<file path="src/rtl/tacc_pkg.sv">
package tacc_pkg;

    // Default register width.
    localparam int unsigned TACC_DEF_W = 8;

    // Per-bit result of one adder slice: toggle request and carry onward.
    typedef struct packed {
        logic tog;
        logic cout;
    } tacc_slice_t;

    // Majority of three inputs: the carry produced by a full adder.
    function automatic logic tacc_maj3(input logic a, input logic b, input logic c);
        return (a & b) | (a & c) | (b & c);
    endfunction

    // A bit's stored value flips when the addend bit and the incoming
    // carry disagree; the carry onward is the majority of all three.
    function automatic tacc_slice_t tacc_slice(input logic x, input logic y, input logic cin);
        tacc_slice_t s;
        s.tog  = y ^ cin;
        s.cout = tacc_maj3(x, y, cin);
        return s;
    endfunction

endpackage

</file>
<file path="src/rtl/tacc_carry_chain.sv">
module tacc_carry_chain
    import tacc_pkg::*;
#(
    parameter int unsigned W = TACC_DEF_W
) (
    input  logic [W-1:0] x,
    input  logic [W-1:0] y,
    output logic [W-1:0] tog,
    output logic         cout
);

    localparam int unsigned NC = W + 1;

    logic [NC-1:0] carry;
    tacc_slice_t   slice [W];

    // Carry into the least significant bit is tied low.
    assign carry[0] = 1'b0;

    for (genvar i = 0; i < W; i++) begin : g_slice
        always_comb begin
            slice[i] = tacc_slice(x[i], y[i], carry[i]);
        end
        assign tog[i]       = slice[i].tog;
        assign carry[i + 1] = slice[i].cout;
    end

    assign cout = carry[W];

endmodule

</file>
<file path="src/rtl/tacc_tff.sv">
module tacc_tff (
    input  logic clk,
    input  logic clr_n,
    input  logic t,
    output logic q
);

    // Synchronous clear wins; otherwise the stored bit is XORed with t.
    always_ff @(posedge clk) begin
        if (!clr_n) begin
            q <= 1'b0;
        end else begin
            q <= q ^ t;
        end
    end

endmodule

</file>
<file path="src/rtl/toggle_accum.sv">
module toggle_accum
    import tacc_pkg::*;
#(
    parameter int unsigned W = TACC_DEF_W
) (
    input  logic         clk,
    input  logic         clear_n,
    input  logic         add_en,
    input  logic [W-1:0] operand,
    output logic [W-1:0] acc,
    output logic         carry_out
);

    logic [W-1:0] tog_raw;
    logic [W-1:0] tog_gated;
    logic [W-1:0] state_q;

    tacc_carry_chain #(.W(W)) u_chain (
        .x    (state_q),
        .y    (operand),
        .tog  (tog_raw),
        .cout (carry_out)
    );

    // Toggle input of each bit: enable AND (operand bit XOR carry in).
    assign tog_gated = tog_raw & {W{add_en}};

    for (genvar i = 0; i < W; i++) begin : g_bit
        tacc_tff u_ff (
            .clk   (clk),
            .clr_n (clear_n),
            .t     (tog_gated[i]),
            .q     (state_q[i])
        );
    end

    assign acc = state_q;

endmodule

</file>
<file path="config.mk">
export PLATFORM = sky130hd
export DESIGN_NAME = toggle_accum
export DESIGN_NICKNAME = d
export VERILOG_FILES = /design/src/rtl/tacc_pkg.sv /design/src/rtl/tacc_carry_chain.sv /design/src/rtl/tacc_tff.sv /design/src/rtl/toggle_accum.sv
export SDC_FILE = /design/constraint.sdc
export NUM_CORES = 1
export LEC_CHECK = 0
export BUFFER_PORTS_ARGS = -buffer_cell sky130_fd_sc_hd__clkbuf_2
export CAP_MARGIN = 20
export CORE_AREA = 2 2 39 41
export CTS_CLUSTER_DIAMETER = 150
export DETAILED_ROUTE_END_ITERATION = 6
export DIE_AREA = 0 0 41 43
export PLACE_DENSITY = 0.86
export SLEW_MARGIN = 20
export SYNTH_ARGS = -nofsm -noshare
export SYNTH_HDL_FRONTEND = slang
export SYNTH_SLANG_ARGS = --single-unit
</file>
<file path="constraint.sdc">
create_clock -name clk -period 15.6 [get_ports clk]
set_input_delay 3.12 -clock clk [delete_from_list [all_inputs] [get_ports clk]]
set_output_delay 3.12 -clock clk [all_outputs]
set_load 0.02 [all_outputs]
</file>
==> impl_metrics.yaml, run 1 <==
status:
  status: "finished, final reports clean"
critical_path:
  end_kind: "output port"
  path_class: "primary input to output port"
  critPathMaxFanout: 4
  critPathArrivalTime_ns: 6.66
  crit_path_start_kind: "primary input"
  rrSetupSlack_ns: 11.89
  cp.required_ns: 12.48
global_route:
  grt_usage: 0.168
  grt_pass1_vias: 466
  grt_pass1_wl_um: 1880
  antenna_found_initial: 0
  grt_remaining_overflow: 0
  grt_max_degree: 9
cells_and_area:
  area_growth_pct: 11.6
  top_regs: "g_bit.u_ff.q x8"
  regMostFlops: "g_bit.u_ff.q"
  insertedDiodeCount: 0
  final_common_cell: "clkbuf_2"
  nNetsFinal: 107
  final_cell_mix: "clkbuf_2, nand2_1, xnor2_1, and2_1, dfxtp_1"
  drive_gt1_frac: 0.333
  fill_cells: 136
  largest_reg_flops: 8
  post-route-cell-area_um2: 709
timing:
  slew_violations: 0
  rsz0062_at_grt: "false"
  worst_pin_slew_ns: 0.292
  min_period_ns: 9.78
  fmax_ghz: 0.102
  min_period_over_period: 0.627
  hold_viol_final: 0
  setup_viol: 0
  setup_ws_ns: 5.82
  max_slew_margin: 0.804
  finalHoldWorstSlack_ns: 0.608
  setup_tns_ns: 0
  fin_skew_ns: 0.000564
run:
  max_cap_viol_count: 0
placed_design:
  dpl.hpwl_um: 950
  place_ws_ns: 5.80
  port_buffers: 19
  postPlaceCellArea_um2: 687
  place.gp.congestion: 0.689
clocking:
  numCtsBuffers: 3
  cts_setup_buffers: 0
  cts_tree: "built"
  clock_path_buffers: 2
  clock-root-buffer: "clkbuf_4"
  ctsHtreeMaxLevel: 1
  clkSinkCount: 8
  clk_latency_ns: 0.25
  cts.hold.buffers_added: 0
  post_cts_resized: 0
  path_clk_slew_ns: 0.05
pwr:
  swShare: 0.354
  vdd_drop_max_uv: 38.0
  cellPowerDensity_nw_per_um2: 100
  comb_power_share: 0.395
  power_frac_seq: 0.386
  power_switching_uw: 25.1
  p_leak_uw: 0.000369
  pwr-share-clk: 0.219
  p_int_uw: 45.9
route:
  drtAntennaViolNets: 0
  routed_wirelength_um: 1140
  via_count: 502
  viasPerCell: 4.87
  wire_per_inst_um: 11.1
  drc_errors: 0
  drtPass1Iterations: 3
  dr.first_iter.drc_count: 3
floorplan:
  start_util: 0.459
  die-area_um2: 1760
  die_x_um: 41
  core_um2: 1380
  ios: 20
  rows: 14
  chipHeight_um: 43
synth:
  synth_cell_types: 25
  synth.avg_cell_area_um2: 8.59
  ys_top_cells_by_area: "dfxtp_1, ha_1, xnor2_1"
  ys_seq_area_frac: 0.252
  synth_top_area_share: 0.252
  netlist_area_um2: 636
  synth_cells: 74
  syn_nets: 92
  yosysTopAreaCell: "dfxtp_1"
  ys_warn_count: 0
  ys_ff_latch: 8
worst_hold_path:
  min_path_type: "flop to flop"
-- power by group through the flow --
stage	Sequential [uW]	Clock (uW)	Combinational, uW
6_report	27.5	15.6	28.0
2_1_floorplan	26.9	0	25.0
3_3_place_gp	27.5	0	27.3
4_1_cts	27.4	16.0	28.5
3_5_place_dp	27.9	0	28.2
5_1_grt	27.9	18.2	31.4
-- synth_stat cells, drive strengths merged --
library cell,instances
nand2,11
and2,9
buf,8
dfxtp,8
xnor2,8
ha,7
nor2,6
a21o,3
o22a,2
a211o,1
a21oi,1
a41oi,1
clkbuf,1
inv,1
nand2b,1
nand3,1
nor3,1
o21ai,1
o31a,1
o31ai,1
or2,1
-- area by class of cell --
cell class / count / area, um2 / share of cell area
multi-input cells: 56 / 408 / 0.575
flip-flops and latches: 8 / 160 / 0.226
repair buffers: 19 / 95.1 / 0.134
clock buffers: 3 / 22.5 / 0.0317
well taps: 16 / 20.0 / 0.0282
inverters: 1 / 3.75 / 0.00529
-- layer usage --
metal  track usage  routed length [um]
met1         0.173                 497
met2         0.256                 583
met3        0.0524                  45
met4         0.140                  17
met5             0                   0
-- kinds of logic (layout without fill, tap and decap cells) --
group | count (synthesis) | after routing | share of synthesized area
AND/OR/NAND/NOR | 30 | 30 | 0.246
AO/OA/AOI/OAI | 11 | 11 | 0.148
flip-flops | 8 | 8 | 0.252
buffers and inverters | 10 | 23 | 0.106
XOR/XNOR | 8 | 8 | 0.110
adder cells (fa/ha/maj) | 7 | 7 | 0.138
-- path summary, 6_finish.rpt --
path                        start               to  cells past startpoint
setup reg to reg  g_bit[0].u_ff.q  g_bit[7].u_ff.q                     21
setup / recovery       operand[0]        carry_out                     22
hold reg to reg   g_bit[7].u_ff.q  g_bit[7].u_ff.q                      2
hold / removal    g_bit[7].u_ff.q  g_bit[7].u_ff.q                      2
-- critical path: stages --
cell and delay, ns:
clkbuf_2 0.09, and2_2 0.18, ha_1 0.20, a21o_2 0.19, ha_1 0.21, nand2b_1 0.16
ha_1 0.21, o31ai_1 0.31, a41oi_2 0.07, nor2_1 0.16, inv_1 0.06, ha_1 0.21
nor2_1 0.09, a21oi_1 0.07, ha_1 0.20, nor2_1 0.09, nand2_1 0.06, o22a_2 0.22
ha_1 0.18, or2_2 0.27, o22a_1 0.16, clkbuf_2 0.15
-- per-stage QoR --
step,cells,total power (uW),utilization
finish,103,71.1,0.513
global route,103,77.6,0.513
CTS,103,71.9,0.513
detailed placement,100,56.1,0.496
global placement,100,54.8,0.496
floorplan,74,51.8,-
Power figures use the tool's default switching activity.
==> run 2: changes to the inputs <==
CORE_AREA = not set   (was 2 2 39 41)
CORE_MARGIN = 2   (was not set)
CORE_UTILIZATION = 48   (was not set)
DIE_AREA = not set   (was 0 0 41 43)
PLACE_DENSITY = 0.87   (was 0.86)
clock period = 9.9 ns   (was 15.6 ns; I/O delays follow)
==> run 2 against run 1 <==
Net effect: sequential share of layout area about the same; wire length down 7.4%; via count fell by 1.0%; flip-flop and latch count unchanged; worst hold slack lost 0.0071 ns; register-to-register slack worse by 5.7 ns; critical path depth did not move; clock skew up 0.0052 ns; largest power group unchanged.
==> impl_metrics.yaml, run 2 (same netlist as run 1, synthesis figures left out) <==
route:
  drtAntennaViolNets: 0
  viasPerCell: 4.87
  dr.first_iter.drc_count: 6
  routed_wirelength_um: 1060
  drtPass1Iterations: 2
  via_count: 497
  wire_per_inst_um: 10.4
  drc_errors: 0
floorplan:
  start_util: 0.501
  chipHeight_um: 40.4
  rows: 13
  ios: 20
  die_x_um: 40.4
  die-area_um2: 1630
  core_um2: 1270
critical_path:
  ff2ff_path_depth: 21
  end_kind: "output port"
  cp.required_ns: 7.92
  path_class: "primary input to output port"
  critPathArrivalTime_ns: 5.51
  critPathMaxFanout: 4
  crit_path_start_kind: "primary input"
clocking:
  clk_latency_ns: 0.25
  path_clk_slew_ns: 0.05
  cts.hold.buffers_added: 0
  numCtsBuffers: 3
  clock_path_buffers: 2
  cts_setup_buffers: 0
  cts_tree: "built"
  clock-root-buffer: "clkbuf_4"
  ctsHtreeMaxLevel: 1
  post_cts_resized: 0
  clkSinkCount: 8
worst_hold_path:
  min_path_type: "flop to flop"
  hold_depth: 2
pwr:
  p_leak_uw: 0.000369
  cellPowerDensity_nw_per_um2: 157
  vdd_drop_max_uv: 87.4
  totalPowerFinal_uw: 111
cells_and_area:
  seqCellArea_um2: 160
  fill_cells: 116
  final_cell_mix: "clkbuf_2, nand2_1, xnor2_1, and2_1, dfxtp_1"
  multi_input_area_um2: 408
  drive_gt1_frac: 0.333
  insertedDiodeCount: 0
  regMostFlops: "g_bit.u_ff.q"
  final_common_cell: "clkbuf_2"
  largest_reg_flops: 8
  area_growth_pct: 11.4
  nNetsFinal: 107
  top_regs: "g_bit.u_ff.q x8"
timing:
  setup_viol: 0
  min_period_ns: 7.49
  min_period_over_period: 0.756
  max_slew_margin: 0.821
  fmax_ghz: 0.134
  fin_skew_ns: 0.00572
  slew_violations: 0
  setup_tns_ns: 0
  rsz0062_at_grt: "false"
  worst_pin_slew_ns: 0.266
  hold_viol_final: 0
run:
  max_cap_viol_count: 0
global_route:
  grt_usage: 0.164
  met3_usage: 0.0333
  grt_use_met1: 0.178
  use_met2: 0.286
  grt_max_degree: 9
  top_usage_layer: "met2"
  grt_pass1_wl_um: 1720
  grt_remaining_overflow: 0
  grt_pass1_vias: 458
  antenna_found_initial: 0
placed_design:
  dpl.hpwl_um: 863
  place.gp.congestion: 0.707
  port_buffers: 19
status:
  status: "finished, final reports clean"
-- run 2: worst max-delay path: stages --
cell      delay [ns]
clkbuf_2        0.10
and2_2          0.18
ha_1            0.20
a21o_2          0.19
ha_1            0.21
nand2b_1        0.16
ha_1            0.21
o31ai_1         0.29
a41oi_2         0.07
nor2_1          0.15
inv_1           0.06
ha_1            0.22
nor2_1          0.10
a21oi_1         0.07
ha_1            0.19
nor2_1          0.09
nand2_1         0.06
o22a_2          0.22
ha_1            0.18
or2_2           0.27
o22a_1          0.15
clkbuf_2        0.15
-- run 2: area by class of cell --
cell class	instances	share of cell area
Clock buffer	3	0.0318
Tap cell	15	0.0265
Timing Repair Buffer	19	0.134
Multi-Input combinational cell	56	0.576
Sequential cell	8	0.226
Inverter	1	0.00530
-- run 2: worst paths after layout --
check	start	endpoint	slack [ns]
min reg2reg	g_bit[7].u_ff.q	g_bit[7].u_ff.q	0.60
max reg2reg	g_bit[0].u_ff.q	g_bit[7].u_ff.q	6.18
max	operand[0]	carry_out	2.41
min	g_bit[7].u_ff.q	g_bit[7].u_ff.q	0.60
-- run 2: routing by layer --
metal,up-vias,wire [um]
li1,266,-
met1,217,484
met2,12,525
met3,2,41
met4,0,5
met5,-,0
-- run 2: stage by stage --
stage / util / hold WS, ns / cell area [um2] / worst slack, ns / std cells
after floorplan: - / 0.568 / 636 / 2.79 / 74
after global placement: 0.540 / 0.586 / 686 / 2.51 / 99
after detailed placement: 0.540 / 0.590 / 686 / 2.43 / 99
after CTS: 0.558 / 0.610 / 708 / 2.41 / 102
after global routing: 0.558 / 0.653 / 708 / 2.14 / 102
final: 0.558 / 0.601 / 708 / 2.41 / 102
-- run 2: where the power goes --
| part | switching (uW) | internal, uW | total (uW) |
|---|---|---|---|
| Combinational | 22.9 | 21.4 | 44.3 |
| Clock | 10.4 | 13.8 | 24.2 |
| Sequential | 5.60 | 37.3 | 42.9 |
| Total | 38.9 | 72.5 | 111 |
